<file path="config.mk">
export PLATFORM = sky130hd
export DESIGN_NAME = tlbi_gate
export DESIGN_NICKNAME = d
export VERILOG_FILES = /design/src/rtl/tlbi_gate_pkg.sv /design/src/rtl/tlbi_enc_match.sv /design/src/rtl/tlbi_trap_chain.sv /design/src/rtl/tlbi_exec_sel.sv /design/src/rtl/tlbi_gate.sv
export SDC_FILE = /design/constraint.sdc
export NUM_CORES = 1
export LEC_CHECK = 0
export BUFFER_PORTS_ARGS = -buffer_cell sky130_fd_sc_hd__buf_2
export CAP_MARGIN = 0
export CORE_AREA = 3 3 40 42
export DETAILED_ROUTE_END_ITERATION = 16
export DIE_AREA = 0 0 43 45
export PLACE_DENSITY = 0.77
export SLEW_MARGIN = 20
export SYNTH_ARGS = -nofsm -noshare
export SYNTH_HDL_FRONTEND = slang
export SYNTH_SLANG_ARGS = --single-unit
</file>
<file path="constraint.sdc">
create_clock -name vclk -period 1.75
set_input_delay 0.175 -clock vclk [all_inputs]
set_output_delay 0.175 -clock vclk [all_outputs]
set_load 0.005 [all_outputs]
</file>
<file path="src/rtl/tlbi_gate_pkg.sv">
package tlbi_gate_pkg;
  localparam int RES_W     = 4;
  localparam int RES_UNDEF = 0;
  localparam int RES_T64   = 1;
  localparam int RES_T32   = 2;
  localparam int RES_EXEC  = 3;

  localparam int SRC_W     = 3;
  localparam int N_PATHS   = 2;
  localparam int PATH_64   = 0;
  localparam int PATH_32   = 1;

  typedef struct packed {
    logic grp;
    logic tlb;
    logic bcast;
  } trap_bits_t;
endpackage

</file>
<file path="src/rtl/tlbi_enc_match.sv">
module tlbi_enc_match #(
  parameter int CP_W   = 4,
  parameter int OP1_W  = 3,
  parameter int CR_W   = 4,
  parameter int OP2_W  = 3,
  parameter logic [CP_W-1:0]  CP_VAL  = 4'd15,
  parameter logic [OP1_W-1:0] OP1_VAL = 3'd0,
  parameter logic [CR_W-1:0]  CRN_VAL = 4'd8,
  parameter logic [CR_W-1:0]  CRM_VAL = 4'd3,
  parameter logic [OP2_W-1:0] OP2_VAL = 3'd7
) (
  input  logic [CP_W-1:0]  cp_num,
  input  logic [OP1_W-1:0] opc1,
  input  logic [CR_W-1:0]  crn,
  input  logic [CR_W-1:0]  crm,
  input  logic [OP2_W-1:0] opc2,
  output logic             hit
);
  localparam int N_FIELDS = 5;
  logic [N_FIELDS-1:0] field_ok;

  always_comb begin
    field_ok[0] = (cp_num == CP_VAL);
    field_ok[1] = (opc1 == OP1_VAL);
    field_ok[2] = (crn == CRN_VAL);
    field_ok[3] = (crm == CRM_VAL);
    field_ok[4] = (opc2 == OP2_VAL);
    hit = &field_ok;
  end
endmodule

</file>
<file path="src/rtl/tlbi_trap_chain.sv">
module tlbi_trap_chain
  import tlbi_gate_pkg::*;
(
  input  logic        path_active,
  input  trap_bits_t  ctl,
  output logic        trap,
  output logic [SRC_W-1:0] src
);
  always_comb begin
    src = '0;
    if (path_active) begin
      if (ctl.grp)        src[0] = 1'b1;
      else if (ctl.tlb)   src[1] = 1'b1;
      else if (ctl.bcast) src[2] = 1'b1;
    end
    trap = |src;
  end

  always_comb begin

    trap_src_onehot_chk: assert ($onehot0(src));
  end
endmodule

</file>
<file path="src/rtl/tlbi_exec_sel.sv">
module tlbi_exec_sel (
  input  logic [1:0] cur_el,
  input  logic       excl_ok,
  output logic       regime_el3,
  output logic       id_valid,
  output logic       excl_attr
);
  always_comb begin
    regime_el3 = 1'b0;
    id_valid   = 1'b0;
    excl_attr  = 1'b0;
    unique case (cur_el)
      2'd1: begin
        id_valid  = 1'b1;
        excl_attr = excl_ok;
      end
      2'd2: id_valid = 1'b1;
      2'd3: regime_el3 = 1'b1;
      default: ;
    endcase
  end
endmodule

</file>
<file path="src/rtl/tlbi_gate.sv">
module tlbi_gate
  import tlbi_gate_pkg::*;
#(
  parameter int TC_W = 6,
  parameter logic [TC_W-1:0] TRAP_CODE_VAL = 6'h03
) (
  input  logic [3:0] cp_num,
  input  logic [2:0] opc1,
  input  logic [3:0] crn,
  input  logic [3:0] crm,
  input  logic [2:0] opc2,
  input  logic [1:0] cur_el,
  input  logic       el2_en,
  input  logic       el2_aa32,
  input  logic       has_el1_32,
  input  logic       has_el2_64,
  input  logic       has_el2_32,
  input  logic       has_xs,
  input  logic       has_ext_ctl,
  input  logic       ext_ctl_en,
  input  logic       ext_excl,
  input  logic       h64_grp_trap,
  input  logic       h64_tlb_trap,
  input  logic       h64_bcast_trap,
  input  logic       h32_grp_trap,
  input  logic       h32_tlb_trap,
  input  logic       h32_bcast_trap,
  input  logic       h32b_bcast_trap,
  output logic       no_match,
  output logic [RES_W-1:0] result,
  output logic [SRC_W-1:0] trap_src,
  output logic [TC_W-1:0]  trap_code,
  output logic       regime_el3,
  output logic       id_valid,
  output logic       excl_attr
);
  logic enc_hit;
  logic is_undef;
  logic at_el1;
  logic [N_PATHS-1:0] path_on;
  trap_bits_t         path_ctl [N_PATHS];
  logic [N_PATHS-1:0] path_trap;
  logic [SRC_W-1:0]   path_src [N_PATHS];
  logic excl_ok;
  logic x_regime, x_id, x_excl;
  logic h32_bcast_unused;

  // The first 32-bit control register's broadcast copy has no effect.
  assign h32_bcast_unused = h32_bcast_trap;

  tlbi_enc_match u_match (
    .cp_num (cp_num),
    .opc1   (opc1),
    .crn    (crn),
    .crm    (crm),
    .opc2   (opc2),
    .hit    (enc_hit)
  );

  always_comb begin
    is_undef = !has_el1_32 || (cur_el == 2'd0);
    at_el1   = (cur_el == 2'd1);
    path_on[PATH_64] = at_el1 && el2_en && has_el2_64 && !el2_aa32;
    path_on[PATH_32] = at_el1 && el2_en && has_el2_32 && el2_aa32;
    path_ctl[PATH_64] = '{grp: h64_grp_trap, tlb: h64_tlb_trap, bcast: h64_bcast_trap};
    path_ctl[PATH_32] = '{grp: h32_grp_trap, tlb: h32_tlb_trap, bcast: h32b_bcast_trap};
    excl_ok = has_xs && has_el2_64 && !el2_aa32 && has_ext_ctl && ext_ctl_en && ext_excl;
  end

  for (genvar p = 0; p < N_PATHS; p++) begin : g_path
    tlbi_trap_chain u_chain (
      .path_active (path_on[p]),
      .ctl         (path_ctl[p]),
      .trap        (path_trap[p]),
      .src         (path_src[p])
    );
  end

  tlbi_exec_sel u_exec (
    .cur_el     (cur_el),
    .excl_ok    (excl_ok),
    .regime_el3 (x_regime),
    .id_valid   (x_id),
    .excl_attr  (x_excl)
  );

  always_comb begin
    no_match   = !enc_hit;
    result     = '0;
    trap_src   = '0;
    trap_code  = '0;
    regime_el3 = 1'b0;
    id_valid   = 1'b0;
    excl_attr  = 1'b0;
    if (enc_hit) begin
      if (is_undef) begin
        result[RES_UNDEF] = 1'b1;
      end else if (path_trap[PATH_64]) begin
        result[RES_T64] = 1'b1;
        trap_src  = path_src[PATH_64];
        trap_code = TRAP_CODE_VAL;
      end else if (path_trap[PATH_32]) begin
        result[RES_T32] = 1'b1;
        trap_src  = path_src[PATH_32];
        trap_code = TRAP_CODE_VAL;
      end else begin
        result[RES_EXEC] = 1'b1;
        regime_el3 = x_regime;
        id_valid   = x_id;
        excl_attr  = x_excl;
      end
    end
  end

  always_comb begin

    nomatch_quiet_chk: assert (!no_match || (result == '0 && trap_code == '0 && !excl_attr));

    result_onehot_chk: assert (no_match || $countones(result) == 1);

    trap_code_chk: assert ((trap_code != '0) == (result[RES_T64] || result[RES_T32]));

    src_with_trap_chk: assert ((trap_src != '0) == (trap_code != '0));

    excl_el1_only_chk: assert (!excl_attr || (result[RES_EXEC] && cur_el == 2'd1));

    el3_no_id_chk: assert (!regime_el3 || !id_valid);
  end
endmodule

</file>
==> results of run 1 <==
worst max path at each step:
stage / from / end / cells past startpoint
3_3_place_gp: cur_el[0] / trap_src[2] / 7
6_report: cur_el[1] / trap_src[2] / 7
3_5_place_dp: cur_el[0] / trap_src[2] / 7
4_1_cts: cur_el[0] / trap_src[2] / 7
2_1_floorplan: cur_el[0] / trap_code[1] / 7
5_1_grt: cur_el[1] / trap_src[2] / 7
layer usage:
layer | part of all wire [%] | up-vias
met4 | 0 | 0
li1 | - | 295
met3 | 5.7 | 0
met1 | 35 | 278
met5 | 0 | -
met2 | 59 | 20
logic make-up (layout without fill, tap and decap cells):
| logic type | count (synthesis) | in the layout | synth area share, % |
|---|---|---|---|
| buffers and inverters | 12 | 60 | 18.5 |
| AO/OA/AOI/OAI | 5 | 5 | 9.74 |
| other | 1 | 4 | 0.973 |
| AND/OR/NAND/NOR | 31 | 32 | 61.0 |
| adder cells (fa/ha/maj) | 3 | 3 | 9.74 |
layout make-up:
class / instances / area share (%)
Inverter: 4 / 2.68
Multi-Input combinational cell: 44 / 51.8
Tap cell: 15 / 2.52
Timing Repair Buffer: 56 / 43.0
critical path: cells and delay by family:
family,cells,cell delay (ns)
and+or+nand+nor,3,1.02
adders and majority gates,1,0.14
buffers and inverters,3,0.26
timing repair:
item / CTS / global route
cloned: 1 / 0
pin swaps: 1 / 4
setup endpoints to repair: 11 / 7
setup buffers: 0 / 2
hold buffers: 0 / 0
resized for setup: 2 / 15
cell usage after synthesis:
cell type	number	share of area (%)
and4_1	1	2.3
nor4_2	3	9.7
ha_1	3	9.7
inv_1	4	3.9
nor4b_2	1	3.9
buf_4	5	9.7
a32oi_1	1	2.3
buf_1	1	0.97
or3_1	2	3.2
nand3b_1	2	3.9
nor4bb_1	1	2.6
a211oi_1	1	1.9
and4b_1	2	5.2
or4_4	1	2.9
buf_6	1	2.9
a22oi_1	1	1.9
nand4_1	3	4.9
nor4b_1	1	2.3
nand2_1	2	1.9
o21ai_0	1	1.3
nor2_1	1	0.97
nand2b_1	3	4.9
conb_1	1	0.97
and3b_1	1	2.3
or2_1	1	1.6
nor3b_1	1	1.9
clkbuf_1	1	0.97
nor3_1	5	6.5
a22o_1	1	2.3
power groups by stage:
stage	Clock (µW)	Combinational, µW	Sequential (µW)
global route	0	100	0
floorplan	0	27.9	0
CTS	0	76.1	0
global placement	0	68.7	0
finish	0	89.7	0
detailed placement	0	71.6	0
per-stage QoR:
step | cells | setup TNS, ns | hold WS, ns | setup WS [ns]
floorplan | 55 | 0 | 0.452 | 0.0608
global placement | 116 | -0.267 | 0.672 | -0.0864
detailed placement | 116 | -0.546 | 0.673 | -0.105
CTS | 117 | -0.00458 | 0.676 | -0.00458
global route | 119 | -0.250 | 0.745 | -0.0733
finish | 119 | -0.0231 | 0.724 | -0.0231
cell usage in the layout, fill, tap and decap left out, drive strengths merged, types with 2 or more instances in the layout:
| master | instances |
|---|---|
| and4b | 2 |
| nor4b | 2 |
| nand2b | 3 |
| nand2 | 2 |
| nand3b | 2 |
| nor3 | 5 |
| nand4 | 3 |
| nor4 | 3 |
| conb | 4 |
| ha | 3 |
| or3 | 2 |
| or4 | 2 |
| inv | 4 |
| buf | 56 |
==> impl_results.md, run 1 <==
* Slowest cell delay on critical path at 0.61 ns
* Final HPWL from detailed placement at 1.12 mm
* Vias in the first global route at 553
* Initial antenna violation count at 0
* Met3 usage at 0.398%
* Fraction of layout cells with a size suffix above 1 at 68.3%
* CP max FO at 5
* CP Class: in2out
* GRT busiest layer: met2
* WL final at 1.43 mm
* VDD IR max at 0.0599 mV
* Switch Pwr at 35.3 µW
* FF+latch area at 0 µm²
* Finish-stage setup viols at 1
* Worst Hold Launch: has_xs
* Sequential-to-total area share from yosys stat at 0%
* Type of the worst min-delay path: in2out
* Drt pass-1 iters at 4
* RSZ-0062 raised after global routing: true
* Diodes inserted at 0
* Via density at 4.98
* Count of different cell masters after synthesis at 29
* GRT Total Usage at 12.9%
* Post-route design area at 746 µm²
* Total internal power at 54.4 µW
* CP Launch Type: input port
* Setup ws final at -0.0231 ns
* Yosys Warn Count at 0
* Filler cells at 119
* WHS Path Cells at 4
* Mapped Avg Cell Area at 7.41 µm²
* Multi-input gate area at 387 µm²
* Largest net degree at the start of global routing at 13
* MaxCap Viol Count at 0
* Tmin final at 1.77 ns
* Starting Density at 30.0%
* Sequential Power Share at 0%
* Clock buf count at 0
* Final routed DRC violation total at 0
* Layout area overhead at 93.5%
* Die area at 1940 µm²
* Fin nets at 145
* Wire length of the first global-routing pass at 2.07 mm
* Die height at 45 µm
* Met2 usage at 26.3%
* Critical path arrival at 1.60 ns
* Met1 usage at 15.2%
* Initial drt markers at 5
* Cell area after synthesis at 385 µm²
* Sw Share at 39.4%
* Cell chain of the critical path: buf_8 > inv_4 > ha_4 > nand2b_4 > or4_4 > nor4b_2 > buf_2
* Tot Pwr at 89.7 µW
* Slowest CP cell: or4_4
* Die Wd at 43 µm
* Leakage at 0.000368 µW
* Fin util at 58.0%
* Cells after synthesis at 52
* Core area at 1280 µm²
* GR Overflow Total at 0
* Min-Delay Endpoint: excl_attr
* Placed cell area at 649 µm²
* Max Fclk at 564 MHz
* Max-slew violations at 0
* Failing checks: negative setup slack
* CP required at 1.57 ns
* Io pins at 53
* Clk pwr share at 0%
* Vias at 593
* CP Capture Type: output pin
* Fin crit share at 101%
* PD cells at 120 nW/µm²
* # rows at 13
* Port bufs at 48
* GP Congestion at 0.670
* Combinational share of power at 100.0%
* Outcome: finished with violations
* Drt wl/cell at 12.0 µm
* Antenna Violating Nets Remaining at 0
* Sequential cells at 0
* Endpoints failing hold at 0
No activity file was read; power rests on OpenSTA's default activity.
==> inputs of run 2 (changes only) <==
ABC_AREA = 1   (was not set)
PLACE_DENSITY = 0.81   (was 0.77)
==> run 2 against run 1 <==
Compared with the run above: the flow now finishes without violations; total power is 10% lower; area after synthesis is 13% higher; design area is 10% lower; global-route usage is 0.91 points lower; largest cell class unchanged.
==> impl_results.md, run 2 <==
* Port bufs at 48 (unchanged)
* Critical path arrival at 1.28 ns (-0.32 ns)
* Tmin final at 1.45 ns (-0.320 ns)
* WHS Path Cells at 4 (unchanged)
* Clock buf count at 0 (unchanged)
* MaxCap Viol Count at 0 (unchanged)
* Slowest cell delay on critical path at 0.21 ns (-0.40 ns)
* Most frequent cells after synthesis: inv_1 (18), nand2_1 (18), nor2_1 (18)
* Via density at 4.20 (-16%)
* Max Fclk at 688 MHz (+22%)
* Type of the worst min-delay path: in2out
* Starting Density at 34.0% (+4.0 points)
* Finish-stage setup viols at 0 (-1)
* Vias at 617 (+4.0%)
* Max-slew violations at 0 (unchanged)
* Sequential cells at 0 (unchanged)
* Initial drt markers at 5 (unchanged)
* WP buf/inv at 4 (+1)
* Clk pwr share at 0% (unchanged)
* Hold Buf Count CTS at 0 (unchanged)
* Min-Delay Endpoint: excl_attr
* Die area at 1940 µm² (unchanged)
* Fraction of layout cells with a size suffix above 1 at 46.2% (-22 points)
* Io pins at 53 (unchanged)
* Most frequent cells in the layout: buf_2 (48), inv_1 (18), nand2_1 (18), nor2_1 (18)
* Finished Layout Cells at 147 (+24%)
* Most used cell, CP: buf_2
* Diodes inserted at 0 (unchanged)
* Switch Pwr at 39.9 µW (+13%)
* Die Wd at 43 µm (unchanged)
* Drt pass-1 iters at 4 (unchanged)
* Post-CTS Resized at 0 (-2)
* FF+latch area at 0 µm² (unchanged)
* Total internal power at 40.6 µW (-25%)
* Count of different cell masters after synthesis at 19 (-34%)
* Combinational share of power at 100.0% (about the same)
* Initial antenna violation count at 0 (unchanged)
* Cell area after synthesis at 437 µm² (+13%)
* GR Overflow Total at 0 (unchanged)
* Filler cells at 153 (+29%)
* Post-synth top area share at 15.5% (+5.7 points)
* Setup TNS at 0 ns (+0.0231 ns)
* Crit path depth at 11 (+4)
* Area leader, netlist: inv_1
* VDD IR max at 0.0559 mV (-6.6%)
* Yosys Warn Count at 0 (unchanged)
* Fin crit share at 83.0% (-18 points)
* CP max FO at 4 (-1)
* Worst Hold Launch: ext_ctl_en
* RSZ-0062 raised after global routing: false
* Wire length of the first global-routing pass at 1.90 mm (-8.0%)
* GRT Total Usage at 12.0% (-0.91 points)
* Cells after synthesis at 86 (+65%)
* Final routed DRC violation total at 0 (unchanged)
* Die height at 45 µm (unchanged)
* # rows at 13 (unchanged)
* Sw Share at 49.6% (+10 points)
* CP Launch Type: input port
* Core area at 1280 µm² (unchanged)
* Fin nets at 173 (+19%)
* Sequential Power Share at 0% (unchanged)
* Layout area overhead at 53.3%
* Dpl cells at 147 (+27%)
* Final HPWL from detailed placement at 1.15 mm (+3.0%)
* Slowest CP cell: ha_1
* Vias in the first global route at 491 (-11%)
* PD cells at 120 nW/µm² (about the same)
* CP required at 1.57 ns (about the same)
* Outcome: finished, final reports clean
* Setup bufs post-CTS at 0 (unchanged)
* Cell chain of the critical path: buf_2 > inv_1 > ha_1 > nand2_4 > inv_2 > nand3_1 > nand2_1 > nor2_2 > nand3_2 > nor2_1 > buf_2
* CP delay by family, top: simple AND/OR/NAND/NOR gates
* CP Class: in2out
* Tot Pwr at 80.5 µW (-10%)
* Endpoints failing hold at 0 (unchanged)
* WL final at 1.22 mm (-15%)
* Largest net degree at the start of global routing at 7 (-6)
* Drt wl/cell at 8.27 µm (-31%)
* Leakage at 0.000450 µW (+22%)
* GP Congestion at 0.722 (+7.8%)
* Sequential-to-total area share from yosys stat at 0% (unchanged)
* Top cells by area, synth: inv_1 (15%), nand2_1 (15%), nor2_1 (15%)
* CP Capture Type: output pin
* Hold slack at 0.669 ns (-0.0550 ns)
* Antenna Violating Nets Remaining at 0 (unchanged)
* Mapped Avg Cell Area at 5.08 µm² (-31%)
* Commonest non-fill, non-tap cell in the layout: buf_2
-- run 2: changes by cell type in the layout (fill, tap and decap cells not counted), moves of 3 or more --
cell | before | now
nor2_1 | 1 | 18
nor2_2 | 0 | 3
buf_4 | 8 | 0
nand3_1 | 0 | 3
nand2_1 | 2 | 18
inv_1 | 2 | 18
inv_2 | 0 | 3
-- run 2: cell families (layout without fill, tap and decap cells) --
group	after synthesis	in the layout	synth area share, %
AO/OA/AOI/OAI	3	3	5.16
adder cells (fa/ha/maj)	3	3	8.60
buffers and inverters	26	69	26.6
other	1	4	0.859
AND/OR/NAND/NOR	53	53	58.7
-- run 2: worst max-delay path by stage --
stage,startpoint,to,slack (ns)
final,cur_el[1],id_valid,0.30
after floorplan,cur_el[1],trap_code[1],0.50
after global routing,cur_el[1],excl_attr,0.13
after global placement,cur_el[1],id_valid,0.29
after detailed placement,cur_el[1],id_valid,0.28
after CTS,cur_el[1],id_valid,0.28
-- run 2: cell type report --
class	instances	area (µm²)	area share (%)
Tap cell	15	18.8	2.80
Timing Repair Buffer	48	240	35.9
Inverter	21	78.8	11.8
Multi-Input combinational cell	63	332	49.5
-- run 2: metrics by stage --
stage	utilization, %	area, µm²	setup WS, ns
after detailed placement	52.1	669	0.279
after CTS	52.1	669	0.277
after floorplan	-	448	0.501
final	52.1	669	0.297
after global placement	52.1	669	0.295
after global routing	52.1	669	0.126
-- run 2: power by group through the flow --
stage / registers [µW] / clock network, µW / logic (µW)
after floorplan: 0 / 0 / 41.3
after global placement: 0 / 0 / 77.7
after detailed placement: 0 / 0 / 81.0
after CTS: 0 / 0 / 81.3
after global routing: 0 / 0 / 92.2
final: 0 / 0 / 80.5
-- run 2: per-layer routing --
metal / vias up / global-route usage, % / wire [µm]
li1: 339 / - / -
met1: 245 / 14.0 / 440
met2: 33 / 24.9 / 627
met3: 0 / 1.20 / 147
met4: 0 / 0 / 0
met5: - / 0 / 0
==> inputs of run 3 (changes only) <==
clock period = 1.5 ns   (was 1.75 ns; I/O delays follow)
==> run 3 against run 2 <==
Compared with the run above: total power grew 23%; flip-flop and latch count is the same; core utilization grew 1.9 points; via count shrank 0.81%; non-clock buffer count is the same; routed wire length grew 1.2%; global-route usage grew 0.66 points; critical path depth is the same; clock-buffer cell count is the same; worst setup slack lost 0.17 ns; die area is the same; design area grew 3.7%; critical path type unchanged; largest power group unchanged; highest routed layer unchanged.
==> impl_results.md, run 3 (synthesis gave the netlist of run 2 again) <==
* CP max FO at 4 (unchanged)
* Diodes inserted at 0 (unchanged)
* Largest net degree at the start of global routing at 7 (unchanged)
* Io pins at 53 (unchanged)
* Met3 usage at 1.20% (unchanged)
* FF+latch area at 0 µm² (unchanged)
* Setup TNS at 0 ns (unchanged)
* Met2 usage at 23.7% (-1.2 points)
* Vias in the first global route at 490 (-0.20%)
* Cell chain of the critical path: buf_2 > inv_2 > ha_4 > nand2_4 > inv_2 > nand3_2 > nand2_1 > nor2_2 > nand3_2 > nor2_1 > buf_2
* Wire length of the first global-routing pass at 1.99 mm (+4.4%)
* Drt pass-1 iters at 3 (-1)
* Commonest non-fill, non-tap cell in the layout: buf_2
* CP Launch Type: input port
* Type of the worst min-delay path: in2out
* Clock buf count at 0 (unchanged)
* Leakage at 0.000448 µW (-0.27%)
* Final routed DRC violation total at 0 (unchanged)
* # rows at 13 (unchanged)
* Endpoints failing hold at 0 (unchanged)
* Antenna Violating Nets Remaining at 0 (unchanged)
* Fin nets at 173 (unchanged)
* GRT Total Usage at 12.7% (+0.66 points)
* Hold Buf Count CTS at 0 (unchanged)
* Fraction of layout cells with a size suffix above 1 at 50.0% (+3.8 points)
* Final HPWL from detailed placement at 1.14 mm (-0.87%)
* CP delay by family, top: simple AND/OR/NAND/NOR gates
* Layout area overhead at 59.0%
* WL final at 1.23 mm (+1.2%)
* PD cells at 143 nW/µm² (+19%)
* Fin crit share at 91.4%
* Setup bufs post-CTS at 0 (unchanged)
* WHS Path Cells at 4 (unchanged)
* Slowest CP cell: ha_4
* GP Congestion at 0.728 (+0.71%)
* CP Capture Type: output pin
* Worst Hold Launch: ext_ctl_en
* Port bufs at 48 (unchanged)
* Met1 usage at 16.9% (+2.9 points)
* Critical path arrival at 1.22 ns (-0.06 ns)
* MaxCap Viol Count at 0 (unchanged)
* Vias at 612 (-0.81%)
* Slowest cell delay on critical path at 0.16 ns (-0.05 ns)
* Tmin final at 1.37 ns
* Die area at 1940 µm² (unchanged)
* Initial antenna violation count at 0 (unchanged)
* CP Class: in2out
* Min-Delay Endpoint: excl_attr
* VDD IR max at 0.0626 mV (+12%)
* Max Fclk at 729 MHz
* Core area at 1280 µm² (unchanged)
* Fin util at 54.0% (+1.9 points)
* Finish-stage setup viols at 0 (unchanged)
* WP buf/inv at 4 (unchanged)
* Most frequent cells in the layout: buf_2 (48), nand2_1 (18), inv_1 (17), nor2_1 (17)
* Via density at 4.16 (-0.81%)
* GRT busiest layer: met2
* Die height at 45 µm (unchanged)
* Outcome: finished, final reports clean
* Initial drt markers at 2 (-3)
* Drt wl/cell at 8.37 µm (+1.2%)
* Sequential cells at 0 (unchanged)
* Post-CTS Resized at 0 (unchanged)
* Die Wd at 43 µm (unchanged)
* CP required at 1.35 ns (-0.22 ns)
* Tot Pwr at 99.2 µW (+23%)
* Starting Density at 34.0% (unchanged)
* GR Overflow Total at 0 (unchanged)
* Max-slew violations at 0 (unchanged)
==> run 3: cell count changes in the layout (fill, tap and decap cells not counted) <==
cell / delta
ha_1: -1
ha_4: +1
inv_1: -1
inv_2: +1
nand3_1: -2
nand3_2: +2
nor2_1: -1
nor2_2: +1
==> run 3: through the flow <==
step                      instances  worst slack [ns]  cell area (µm²)  hold WS, ns
after floorplan                  89             0.301              448        0.405
after global placement          147            0.0974              669        0.618
after detailed placement        147            0.0795              669        0.622
after CTS                       147            0.0773              669        0.622
after global routing            147           -0.0109              694        0.679
final                           147             0.129              694        0.635
==> run 3: layout make-up <==
type                            instances  area (µm²)
Timing Repair Buffer                   48         240
Inverter                               21        78.8
Tap cell                               15        18.8
Multi-Input combinational cell         63         357
Fill cell                             149         591
==> run 3: worst min-delay path, stage by stage <==
cell and delay [ns]:
buf_2 0.10, nand4_1 0.09, nor2_2 0.04, buf_2 0.11
==> run 3: where the power goes <==
group | total (µW) | switching, µW | internal [µW]
combinational | 99.2 | 50.0 | 49.2
sequential | 0 | 0 | 0
clock | 0 | 0 | 0
==> run 3: worst max path at each step <==
stage / startpoint / to / slack [ns] / depth (start not counted)
2_1_floorplan: cur_el[1] / trap_code[1] / 0.30 / 9
3_3_place_gp: cur_el[1] / id_valid / 0.1 / 11
3_5_place_dp: cur_el[1] / id_valid / 0.08 / 11
4_1_cts: cur_el[1] / id_valid / 0.08 / 11
5_1_grt: cur_el[1] / regime_el3 / -0.01 / 11
6_report: cur_el[1] / regime_el3 / 0.13 / 11
==> run 3: metal layers <==
metal,wire length (µm),vias up
met4,0,0
met2,646,23
met1,475,250
met5,0,-
li1,-,339
met3,108,0
